`config.mk`:
```
export PLATFORM = sky130hd
export DESIGN_NAME = fsport
export DESIGN_NICKNAME = d
export VERILOG_FILES = /design/src/rtl/fsp_pkg.sv /design/src/rtl/fsp_sync2.sv /design/src/rtl/fsp_clkgen.sv /design/src/rtl/fsp_tx.sv /design/src/rtl/fsp_rx.sv /design/src/rtl/fsport.sv
export SDC_FILE = /design/constraint.sdc
export NUM_CORES = 1
export LEC_CHECK = 0
export BUFFER_PORTS_ARGS = -buffer_cell sky130_fd_sc_hd__buf_2
export CORE_ASPECT_RATIO = 0.8
export CORE_MARGIN = 4
export CORE_UTILIZATION = 35
export DETAILED_ROUTE_END_ITERATION = 8
export RECOVER_POWER = 50
export SYNTH_ARGS = -nofsm -noshare
export SYNTH_HDL_FRONTEND = slang
export SYNTH_SLANG_ARGS = --single-unit
```
`constraint.sdc`:
```
create_clock -name clk -period 3.35 [get_ports clk]
set_input_delay 0.335 -clock clk [delete_from_list [all_inputs] [get_ports clk]]
set_output_delay 0.335 -clock clk [all_outputs]
set_load 0.01 [all_outputs]
```
`src/rtl/fsp_pkg.sv`:
```
`timescale 1ns/1ps
package fsp_pkg;
  typedef enum logic [1:0] {TX_IDLE, TX_WAIT, TX_SYNC, TX_DATA} fsp_tx_st_e;
  typedef enum logic {RX_HUNT, RX_BITS} fsp_rx_st_e;
endpackage

```
`src/rtl/fsp_sync2.sv`:
```
`timescale 1ns/1ps
module fsp_sync2 (
  input  logic clk,
  input  logic rst_n,
  input  logic d,
  output logic q
);
  logic s1_q, s2_q;

  always_ff @(posedge clk or negedge rst_n) begin
    if (!rst_n) begin
      s1_q <= 1'b0;
      s2_q <= 1'b0;
    end else begin
      s1_q <= d;
      s2_q <= s1_q;
    end
  end

  assign q = s2_q;
endmodule

```
`src/rtl/fsp_clkgen.sv`:
```
`timescale 1ns/1ps
module fsp_clkgen #(
  parameter int DIV_W = 4
) (
  input  logic             clk,
  input  logic             rst_n,
  input  logic             en,
  input  logic [DIV_W-1:0] pre_div,
  input  logic [DIV_W-1:0] bit_div,
  output logic             ser_clk,
  output logic             rise,
  output logic             fall
);
  localparam int PW = 2 * DIV_W;

  logic [DIV_W-1:0] m_eff, s_eff;
  logic [PW-1:0]    prod, per, half, last;
  logic [PW-1:0]    ph_q, ph_nxt;
  logic             sclk_q, sclk_nxt;

  // zero settings act as one; a product of one is raised to two
  assign m_eff = (pre_div == '0) ? DIV_W'(1) : pre_div;
  assign s_eff = (bit_div == '0) ? DIV_W'(1) : bit_div;
  assign prod  = PW'(m_eff) * PW'(s_eff);
  assign per   = (prod < PW'(2)) ? PW'(2) : prod;
  assign half  = per >> 1;
  assign last  = per - PW'(1);

  always_comb begin
    if (!en)
      ph_nxt = last;
    else if (ph_q >= last)
      ph_nxt = '0;
    else
      ph_nxt = ph_q + PW'(1);
    sclk_nxt = en && (ph_nxt < half);
  end

  always_ff @(posedge clk or negedge rst_n) begin
    if (!rst_n) begin
      ph_q   <= '0;
      sclk_q <= 1'b0;
    end else begin
      ph_q   <= ph_nxt;
      sclk_q <= sclk_nxt;
    end
  end

  assign rise    = sclk_nxt && !sclk_q;
  assign fall    = en && !sclk_nxt && sclk_q;
  assign ser_clk = sclk_q;
endmodule

```
`src/rtl/fsp_tx.sv`:
```
`timescale 1ns/1ps
module fsp_tx
  import fsp_pkg::*;
#(
  parameter int WORD_W = 16
) (
  input  logic              clk,
  input  logic              rst_n,
  input  logic              en,
  input  logic              rise,
  input  logic [WORD_W-1:0] tx_data,
  input  logic              tx_valid,
  output logic              tx_ready,
  output logic              bit_out,
  output logic              fs_out,
  output logic              driving
);
  localparam int CW = $clog2(WORD_W + 1);

  fsp_tx_st_e        st_q, st_n;
  logic [WORD_W-1:0] hold_q, hold_n, sh_q, sh_n;
  logic [CW-1:0]     cnt_q, cnt_n;
  logic              bit_q, bit_n, fs_q, fs_n;

  assign tx_ready = en && (st_q == TX_IDLE);

  always_comb begin
    st_n   = st_q;
    hold_n = hold_q;
    sh_n   = sh_q;
    cnt_n  = cnt_q;
    bit_n  = bit_q;
    fs_n   = fs_q;
    if (!en) begin
      // timing state restarts, the held word stays
      st_n  = TX_IDLE;
      sh_n  = '0;
      cnt_n = '0;
      bit_n = 1'b0;
      fs_n  = 1'b0;
    end else begin
      case (st_q)
        TX_IDLE: if (tx_valid) begin
          hold_n = tx_data;
          st_n   = TX_WAIT;
        end
        TX_WAIT: if (rise) begin
          fs_n = 1'b1;
          sh_n = hold_q;
          st_n = TX_SYNC;
        end
        TX_SYNC: if (rise) begin
          fs_n  = 1'b0;
          bit_n = sh_q[WORD_W-1];
          sh_n  = {sh_q[WORD_W-2:0], 1'b0};
          cnt_n = CW'(WORD_W - 1);
          st_n  = TX_DATA;
        end
        default: if (rise) begin
          if (cnt_q == '0) begin
            bit_n = 1'b0;
            st_n  = TX_IDLE;
          end else begin
            bit_n = sh_q[WORD_W-1];
            sh_n  = {sh_q[WORD_W-2:0], 1'b0};
            cnt_n = cnt_q - CW'(1);
          end
        end
      endcase
    end
  end

  always_ff @(posedge clk or negedge rst_n) begin
    if (!rst_n) begin
      st_q   <= TX_IDLE;
      hold_q <= '0;
      sh_q   <= '0;
      cnt_q  <= '0;
      bit_q  <= 1'b0;
      fs_q   <= 1'b0;
    end else begin
      st_q   <= st_n;
      hold_q <= hold_n;
      sh_q   <= sh_n;
      cnt_q  <= cnt_n;
      bit_q  <= bit_n;
      fs_q   <= fs_n;
    end
  end

  assign bit_out = bit_q;
  assign fs_out  = fs_q;
  assign driving = (st_q == TX_DATA);
endmodule

```
`src/rtl/fsp_rx.sv`:
```
`timescale 1ns/1ps
module fsp_rx
  import fsp_pkg::*;
#(
  parameter int WORD_W = 16
) (
  input  logic              clk,
  input  logic              rst_n,
  input  logic              en,
  input  logic              fall,
  input  logic              rxd,
  input  logic              rxfs,
  output logic [WORD_W-1:0] rx_data,
  output logic              rx_valid
);
  localparam int CW = $clog2(WORD_W + 1);

  fsp_rx_st_e        st_q, st_n;
  logic [WORD_W-2:0] sh_q, sh_n;
  logic [WORD_W-1:0] data_q, data_n;
  logic [CW-1:0]     cnt_q, cnt_n;
  logic              vld_q, vld_n;

  always_comb begin
    st_n   = st_q;
    sh_n   = sh_q;
    data_n = data_q;
    cnt_n  = cnt_q;
    vld_n  = 1'b0;
    if (!en) begin
      st_n  = RX_HUNT;
      sh_n  = '0;
      cnt_n = '0;
    end else if (fall) begin
      if (st_q == RX_HUNT) begin
        if (rxfs) begin
          st_n  = RX_BITS;
          cnt_n = CW'(WORD_W);
        end
      end else begin
        sh_n = {sh_q[WORD_W-3:0], rxd};
        if (cnt_q == CW'(1)) begin
          data_n = {sh_q, rxd};
          vld_n  = 1'b1;
          if (rxfs)
            cnt_n = CW'(WORD_W);
          else
            st_n = RX_HUNT;
        end else begin
          cnt_n = cnt_q - CW'(1);
        end
      end
    end
  end

  always_ff @(posedge clk or negedge rst_n) begin
    if (!rst_n) begin
      st_q   <= RX_HUNT;
      sh_q   <= '0;
      data_q <= '0;
      cnt_q  <= '0;
      vld_q  <= 1'b0;
    end else begin
      st_q   <= st_n;
      sh_q   <= sh_n;
      data_q <= data_n;
      cnt_q  <= cnt_n;
      vld_q  <= vld_n;
    end
  end

  assign rx_data  = data_q;
  assign rx_valid = vld_q;
endmodule

```
`src/rtl/fsport.sv`:
```
`timescale 1ns/1ps
module fsport #(
  parameter int WORD_W = 16,
  parameter int DIV_W  = 4
) (
  input  logic              clk,
  input  logic              rst_n,
  input  logic              port_en,
  input  logic [DIV_W-1:0]  pre_div,
  input  logic [DIV_W-1:0]  bit_div,
  input  logic [WORD_W-1:0] tx_data,
  input  logic              tx_valid,
  output logic              tx_ready,
  output logic [WORD_W-1:0] rx_data,
  output logic              rx_valid,
  output logic              ser_clk,
  output logic              txd_out,
  output logic              txd_oe,
  output logic              txfs_out,
  output logic              txfs_oe,
  input  logic              rxd_in,
  input  logic              rxfs_in
);
  logic rst_sn, en_s, rise, fall, driving;

  fsp_sync2 u_rsync (.clk(clk), .rst_n(rst_n), .d(1'b1), .q(rst_sn));
  fsp_sync2 u_esync (.clk(clk), .rst_n(rst_sn), .d(port_en), .q(en_s));

  fsp_clkgen #(.DIV_W(DIV_W)) u_clk (
    .clk(clk), .rst_n(rst_sn), .en(en_s), .pre_div(pre_div), .bit_div(bit_div),
    .ser_clk(ser_clk), .rise(rise), .fall(fall)
  );

  fsp_tx #(.WORD_W(WORD_W)) u_tx (
    .clk(clk), .rst_n(rst_sn), .en(en_s), .rise(rise), .tx_data(tx_data),
    .tx_valid(tx_valid), .tx_ready(tx_ready), .bit_out(txd_out),
    .fs_out(txfs_out), .driving(driving)
  );

  fsp_rx #(.WORD_W(WORD_W)) u_rx (
    .clk(clk), .rst_n(rst_sn), .en(en_s), .fall(fall), .rxd(rxd_in),
    .rxfs(rxfs_in), .rx_data(rx_data), .rx_valid(rx_valid)
  );

  assign txd_oe  = en_s && driving;
  assign txfs_oe = en_s;
endmodule

```
Word level (Yosys, flattened, before mapping):

Cells that the tools add are included.
W data, S select, Z words.

* bits in registers: 92
* output and inout bits: 23
* logic and storage cells: 112

* add/sub/neg operators: 4
* multiply operators: 1
* $lt $le $gt $ge: 3
* equality and inequality tests: 17
* mux-type cells: 49
* reduce and logical (&&, ||, !) cells: 21

Operators by type and width (count)
* $mux W16: 5
* $pmux W16 S3: 1
* $mux W15: 3
* $mux W5: 9
* $mux W8: 3
* $mux W1: 16
* $mux W2: 6
* $ne A3 B3 Y1 const B: 4
* $reduce_and A3 Y1: 4
* $pmux W5 S2: 1
* $sub A5 B1 Y5 const B: 2
* $add A8 B1 Y8 const B: 1
* $ge A8 B8 Y1: 1
* $logic_not A4 Y1: 2
* $lt A8 B2 Y1 const B: 1
* $lt A8 B7 Y1: 1
* $mul A4 B4 Y8: 1
* $mux W4: 2
* $ne A2 B2 Y1 const B: 4
* $sub A8 B1 Y8 const B: 1
* $logic_and A1 B1 Y1: 6
* $pmux W2 S3: 1
* $eq A5 B1 Y1 const B: 1
* $logic_not A5 Y1: 1
* 14 further kinds: 18

Logic depth before layout (Yosys ltp):

* depth after elaboration: 16
* mapped depth: 33

By module:

From an unflattened synthesis, not the netlist that was laid out.

* cell total of the unflattened synthesis: 501
* area, all modules: 5250.0 sq um

Modules (own cells, without submodules)
* fsp_tx: instances 1, cells an instance 174, area an instance 2025.7 sq um, seq. area each 1026.0 sq um
* fsp_rx: instances 1, cells an instance 148, area an instance 1661.6 sq um, seq. area each 950.9 sq um
* fsp_clkgen: instances 1, cells an instance 173, area an instance 1452.6 sq um, seq. area each 225.2 sq um
* fsp_sync2: instances 2, cells an instance 2, area an instance 50.0 sq um, seq. area each 50.0 sq um
* fsport: instances 1, cells an instance 2, area an instance 10.0 sq um, seq. area each 0.0 sq um

Worst setup path before layout:

OpenSTA, ideal clock, no wires.

* path type: input-to-reg
* start: in pre_div[2]
* end: reg u_tx.bit_q (netlist: u_tx.bit_out)
* data arrival time: 6.973 ns
* slack: -3.701 ns
* stages: 32
* path buffers: 2
* cell sequence: nor3_1 > o21ai_0 > fa_1 > inv_1 > fa_1 > inv_1 > fa_1 > nand2b_1 > a21oi_1 > xnor2_1 > and4_1 > nor2_1 > inv_1 > ha_1 > nand4_1 > xnor2_1 > ha_1 > nand2_1 > o2111ai_1 > a21o_1 > clkbuf_1 > o22ai_1 > ha_1 > a21oi_1 > o221ai_1 > a21oi_1 > o21ai_0 > a2111o_1 > or4_1 > buf_2 > or3b_1 > a21oi_1

* cells in the longest elaborated chain, start to end: 14

Ends and longest elaborated chain
* start: declaration: line fsport.sv:9 `input logic [DIV_W-1:0] pre_div,`
* $logic_not A4 Y1: line fsp_clkgen.sv:22 `assign m_eff = (pre_div == '0) ? DIV_W'(1) : pre_div;`
* $mux W4 (*): line fsp_clkgen.sv:22
* $mul A4 B4 Y8 (*): line fsp_clkgen.sv:24 `assign prod = PW'(m_eff) * PW'(s_eff);`
* $lt A8 B2 Y1: line fsp_clkgen.sv:25 `assign per = (prod < PW'(2)) ? PW'(2) : prod;`
* $mux W8 (*): line fsp_clkgen.sv:25
* $sub A8 B1 Y8 (*): line fsp_clkgen.sv:27 `assign last = per - PW'(1);`
* $ge A8 B8 Y1: line fsp_clkgen.sv:32 `else if (ph_q >= last)`
* $mux W8: line fsp_clkgen.sv:32
* $mux W8 (*): line fsp_clkgen.sv:30 `if (!en)`
* net u_clk.ph_nxt[2]: line fsp_clkgen.sv:18 `logic [PW-1:0] ph_q, ph_nxt;`
* $lt A8 B7 Y1 (*): line fsp_clkgen.sv:36 `sclk_nxt = en && (ph_nxt < half);`
* $logic_and A1 B1 Y1 (*): line fsp_clkgen.sv:36
* $logic_and A1 B1 Y1 (*): line fsp_clkgen.sv:49 `assign rise = sclk_nxt && !sclk_q;`
* $ne A2 B2 Y1 (no line) (*)
* $reduce_and A2 Y1 (no line) (*)
* end signal: assignment: line fsp_tx.sv:86 `bit_q <= bit_n;`
* end: declaration: line fsp_tx.sv:23 `logic bit_q, bit_n, fs_q, fs_n;`

Mark *: on every way through the listed nets, which the timed path passes. The rest lies on a longest branch.
A chain may end at the register's enable or synchronous reset.

Final worst setup path:

* start: in pre_div[1]
* end: reg u_rx.data_q[1] (netlist: u_rx.rx_data[1])

* cells in the longest elaborated chain, start to end: 15

Ends and longest elaborated chain
* $logic_not A4 Y1: line fsp_clkgen.sv:22
* $mux W4 (*): line fsp_clkgen.sv:22
* $mul A4 B4 Y8 (*): line fsp_clkgen.sv:24
* $lt A8 B2 Y1: line fsp_clkgen.sv:25
* $mux W8 (*): line fsp_clkgen.sv:25
* $sub A8 B1 Y8 (*): line fsp_clkgen.sv:27
* $ge A8 B8 Y1: line fsp_clkgen.sv:32
* $mux W8: line fsp_clkgen.sv:32
* $mux W8 (*): line fsp_clkgen.sv:30
* net u_clk.ph_nxt[2]: line fsp_clkgen.sv:18
* $lt A8 B7 Y1 (*): line fsp_clkgen.sv:36
* $logic_and A1 B1 Y1 (*): line fsp_clkgen.sv:36
* $logic_not A1 Y1 (*): line fsp_clkgen.sv:50 `assign fall = en && !sclk_nxt && sclk_q;`
* $logic_and A1 B1 Y1 (*) (2 in a row): line fsp_clkgen.sv:50
* $reduce_and A4 Y1 (no line) (*)
* end signal: assignment: line fsp_rx.sv:66 `data_q <= data_n;`
* end: declaration: line fsp_rx.sv:20 `logic [WORD_W-1:0] data_q, data_n;`

Marked as above.

==> results.toml <==
[place]
dp.cells = 760
numPortBuffers = 52
place_area_um2 = 6240
gp_congestion = 0.848
dpl.hpwl_um = 8350
post-place-ws_ns = -3.40

[setup_path]
slowest_delay_ns = 0.48
cp.required_ns = 3.57
crit_type = "primary input to flip-flop"
cp_max_fo = 8
cp_slowest_cell = "fa_1"
cp-start-kind = "primary input"
cp.arrival_ns = 6.53
crit_path_end_kind = "flip-flop"

[cells_and_area]
final_util_pct = 50.1
diodes = 0
n_fill_cell = 1247
final_common_cell = "dfrtp_1"
final_cell_mix = "dfrtp_1 (92), buf_4 (79), buf_2 (45)"
final_area_um2 = 7180
areaGrowthSynthToFinish_pct = 39.8
drive_above_1_share_pct = 40.7
final_nets = 682
final_cells = 800

[global_route]
antenna_found_initial = 0
overflow = 0
grt_start_max_net_pins = 62
gr-usage-all-layers_pct = 15.2
grt_pass1_vias = 4093
grt_pass1_wl_um = 20600

[worst_hold_path]
hp-class = "primary input to flip-flop"

[synthesis]
syn-cell-area_um2 = 5140
yosys.area_share.simple_pct = 12.8
synth_largest_area_cell = "dfrtp_1"
ys_ff_latch = 92
yosys_warnings = 0
seq_area_frac_synth_pct = 44.8
postSynthCellCount = 473
synth.distinct_cells = 62
synth_top_family_by_area = "multiplexers"
synth_area_per_cell_um2 = 10.9
synth_nets = 543
synthTopCellsByArea = "dfrtp_1 (45%), ha_1 (8.8%), mux2i_1 (6.4%), mux2_2 (6.1%), a311oi_1 (2.9%)"
yosysTopAreaCellShare_pct = 44.8
synthAdderAreaFrac_pct = 10.3
synth_compound_area_share_pct = 12.7
synth_mux_area_share_pct = 13.4
synth_edf_count = 0
synth-main-ff-cell = "dfrtp_1"
synth_xor_xnor_area_share_pct = 2.36
async_flop_share_pct = 100

[routing]
routed_wl_um = 12800
drtAntennaViolNets = 0
avgViaCountPerCell = 5.14
dr_total_vias = 4108
drc_errors = 0
drt_iter0_drc = 213
wl_per_cell_um = 16.0
firstDrtPassIters = 4

[clock_tree]
clk_pin_slew_ns = 0.06
cts-htree-levels = 3
clockRootBuffer = "clkbuf_16"
cts_buffers = 9
clock_path_buffers = 2
cts_tree = "built"
cts_sinks = 92
clk_latency_ns = 0.34

[pwr]
power_frac_comb_pct = 47.7
p_total_mw = 5.13
p_per_area_nw_per_um2 = 714
ir_drop_mv = 0.316
p_int_mw = 3.32
netSwitchingPower_mw = 1.81
seq_power_share_pct = 29.3
clkPwrFrac_pct = 22.9
switching_share_pct = 35.2
p_leak_nw = 3.47

[status]
status = "finished, violations left"
violations = "capacitance limit, slew limit, setup timing"

[timing]
slew_headroom_pct = -66.7
holdWs_ns = 0.127
worst_slack_ns = -2.96
finalCriticalPeriod_ns = 6.31
min_period_over_period_pct = 188
hold_viol_final = 0
max_freq_mhz = 158
rsz0062_at_grt = "yes"
setup_violations = 72
finalMaxSlewViolations = 62
tightest_slew_ns = 2.50
fin_skew_ns = 0.00825
tns_ns = -190.10

[floorplan]
die_area_um2 = 16700
die_h_um = 116
placeableCoreArea_um2 = 14300
start_util_pct = 35.8
rows = 39
die_w_um = 143
io-pin-count = 53

[flow_run]
max_cap_viol_count = 1
## state kept, by name, summed over array words and instances, names as in the netlist
register and count:
u_clk.ph_q 8, u_rsync.q 1, u_tx.st_q 2, u_rx.rx_valid 1
u_rx.rx_data 16, u_tx.sh_q 16, u_tx.cnt_q 5, u_rx.st_q 1
u_esync.s1_q 1, u_tx.bit_out 1, u_tx.fs_out 1, u_tx.hold_q 16
u_esync.q 1, u_clk.ser_clk 1, u_rx.sh_q 15, u_rx.cnt_q 5
u_rsync.s1_q 1
## cells in the mapped netlist (all sizes together) (9+ instances only)
cell type / n
a21oi: 27
a311oi: 17
and2: 11
clkbuf: 17
dfrtp: 92
ha: 36
inv: 23
mux2: 32
mux2i: 33
nand2: 37
nand3: 9
nor2: 21
o21ai: 9
xnor2: 9
## repair_timing
action                     4_1_cts  5_1_grt
gates resized for setup         33       37
pin swaps                       20       24
hold endpoints to repair         2        0
hold buffers                     1        0
setup buffers                   15        7
gates cloned                     3        3
setup endpoints to repair       72       72
## worst max-delay path, delay by kind of cell
kind / cells / cell delay (ns)
adder cells (fa/ha/maj): 6 / 2.10
AO/OA/AOI/OAI: 12 / 1.92
buffers and inverters: 7 / 0.93
AND/OR/NAND/NOR: 5 / 0.61
XOR/XNOR: 2 / 0.31
multiplexers: 1 / 0.30
## area by class of cell
class / instances / area (um2) / area share, %
flip-flops and latches: 92 / 2300 / 32.0
well taps: 184 / 230 / 3.20
inverters: 23 / 86.3 / 1.20
repair buffers: 151 / 1190 / 16.6
multi-input cells: 335 / 3030 / 42.1
clock buffers: 10 / 239 / 3.33
clock inverters: 5 / 108 / 1.50
## power by group through the flow
stage | sequential (mW) | combinational [mW] | clock [mW]
detailed placement | 1.51 | 1.95 | 0
global route | 1.53 | 2.67 | 1.24
global placement | 1.51 | 1.89 | 0
CTS | 1.50 | 2.23 | 1.20
floorplan | 1.49 | 1.31 | 0
finish | 1.50 | 2.45 | 1.17
## cells by family (layout without fill, tap and decap cells)
logic type / count (synthesis) / in the layout
adders and majority gates: 40 / 40
muxes: 65 / 65
xor gates and xnor gates: 13 / 13
and+or+nand+nor: 125 / 125
DFF: 92 / 92
AOI/OAI and AO/OA: 91 / 91
buffers and inverters: 46 / 189
other: 1 / 1
## per-layer routing
layer  wire [um]  up-vias  global-route usage (%)  share of wire (%)
met5           0        -                       0                  0
met4          80        0                    3.39               0.62
met3         333        8                    2.91                2.6
met2        6170       58                    24.1                 48
met1        6230     2038                    21.9                 49
li1            -     2004                       -                  -
## final timing paths
| path | cells after the start | to | slack, ns | from |
|---|---|---|---|---|
| worst max-delay path | 33 | u_rx.rx_data[1]$_DFFE_PN0P_ | -2.96 | pre_div[1] |
| min in group asynchronous | 2 | u_rsync.s1_q$_DFF_PN0_ | 0.30 | rst_n |
| worst min-delay path | 1 | u_esync.s1_q$_DFF_PN0_ | 0.13 | port_en |
| worst min register to register | 0 | u_esync.q$_DFF_PN0_ | 0.35 | u_esync.s1_q$_DFF_PN0_ |
| max in group asynchronous | 0 | u_tx.cnt_q[2]$_DFFE_PN0P_ | 0.86 | u_rsync.q$_DFF_PN0_ |
| worst max register to register | 18 | u_rx.rx_data[1]$_DFFE_PN0P_ | -0.27 | u_clk.ph_q[0]$_DFF_PN0_ |
No activity file was read; power rests on OpenSTA's default activity.
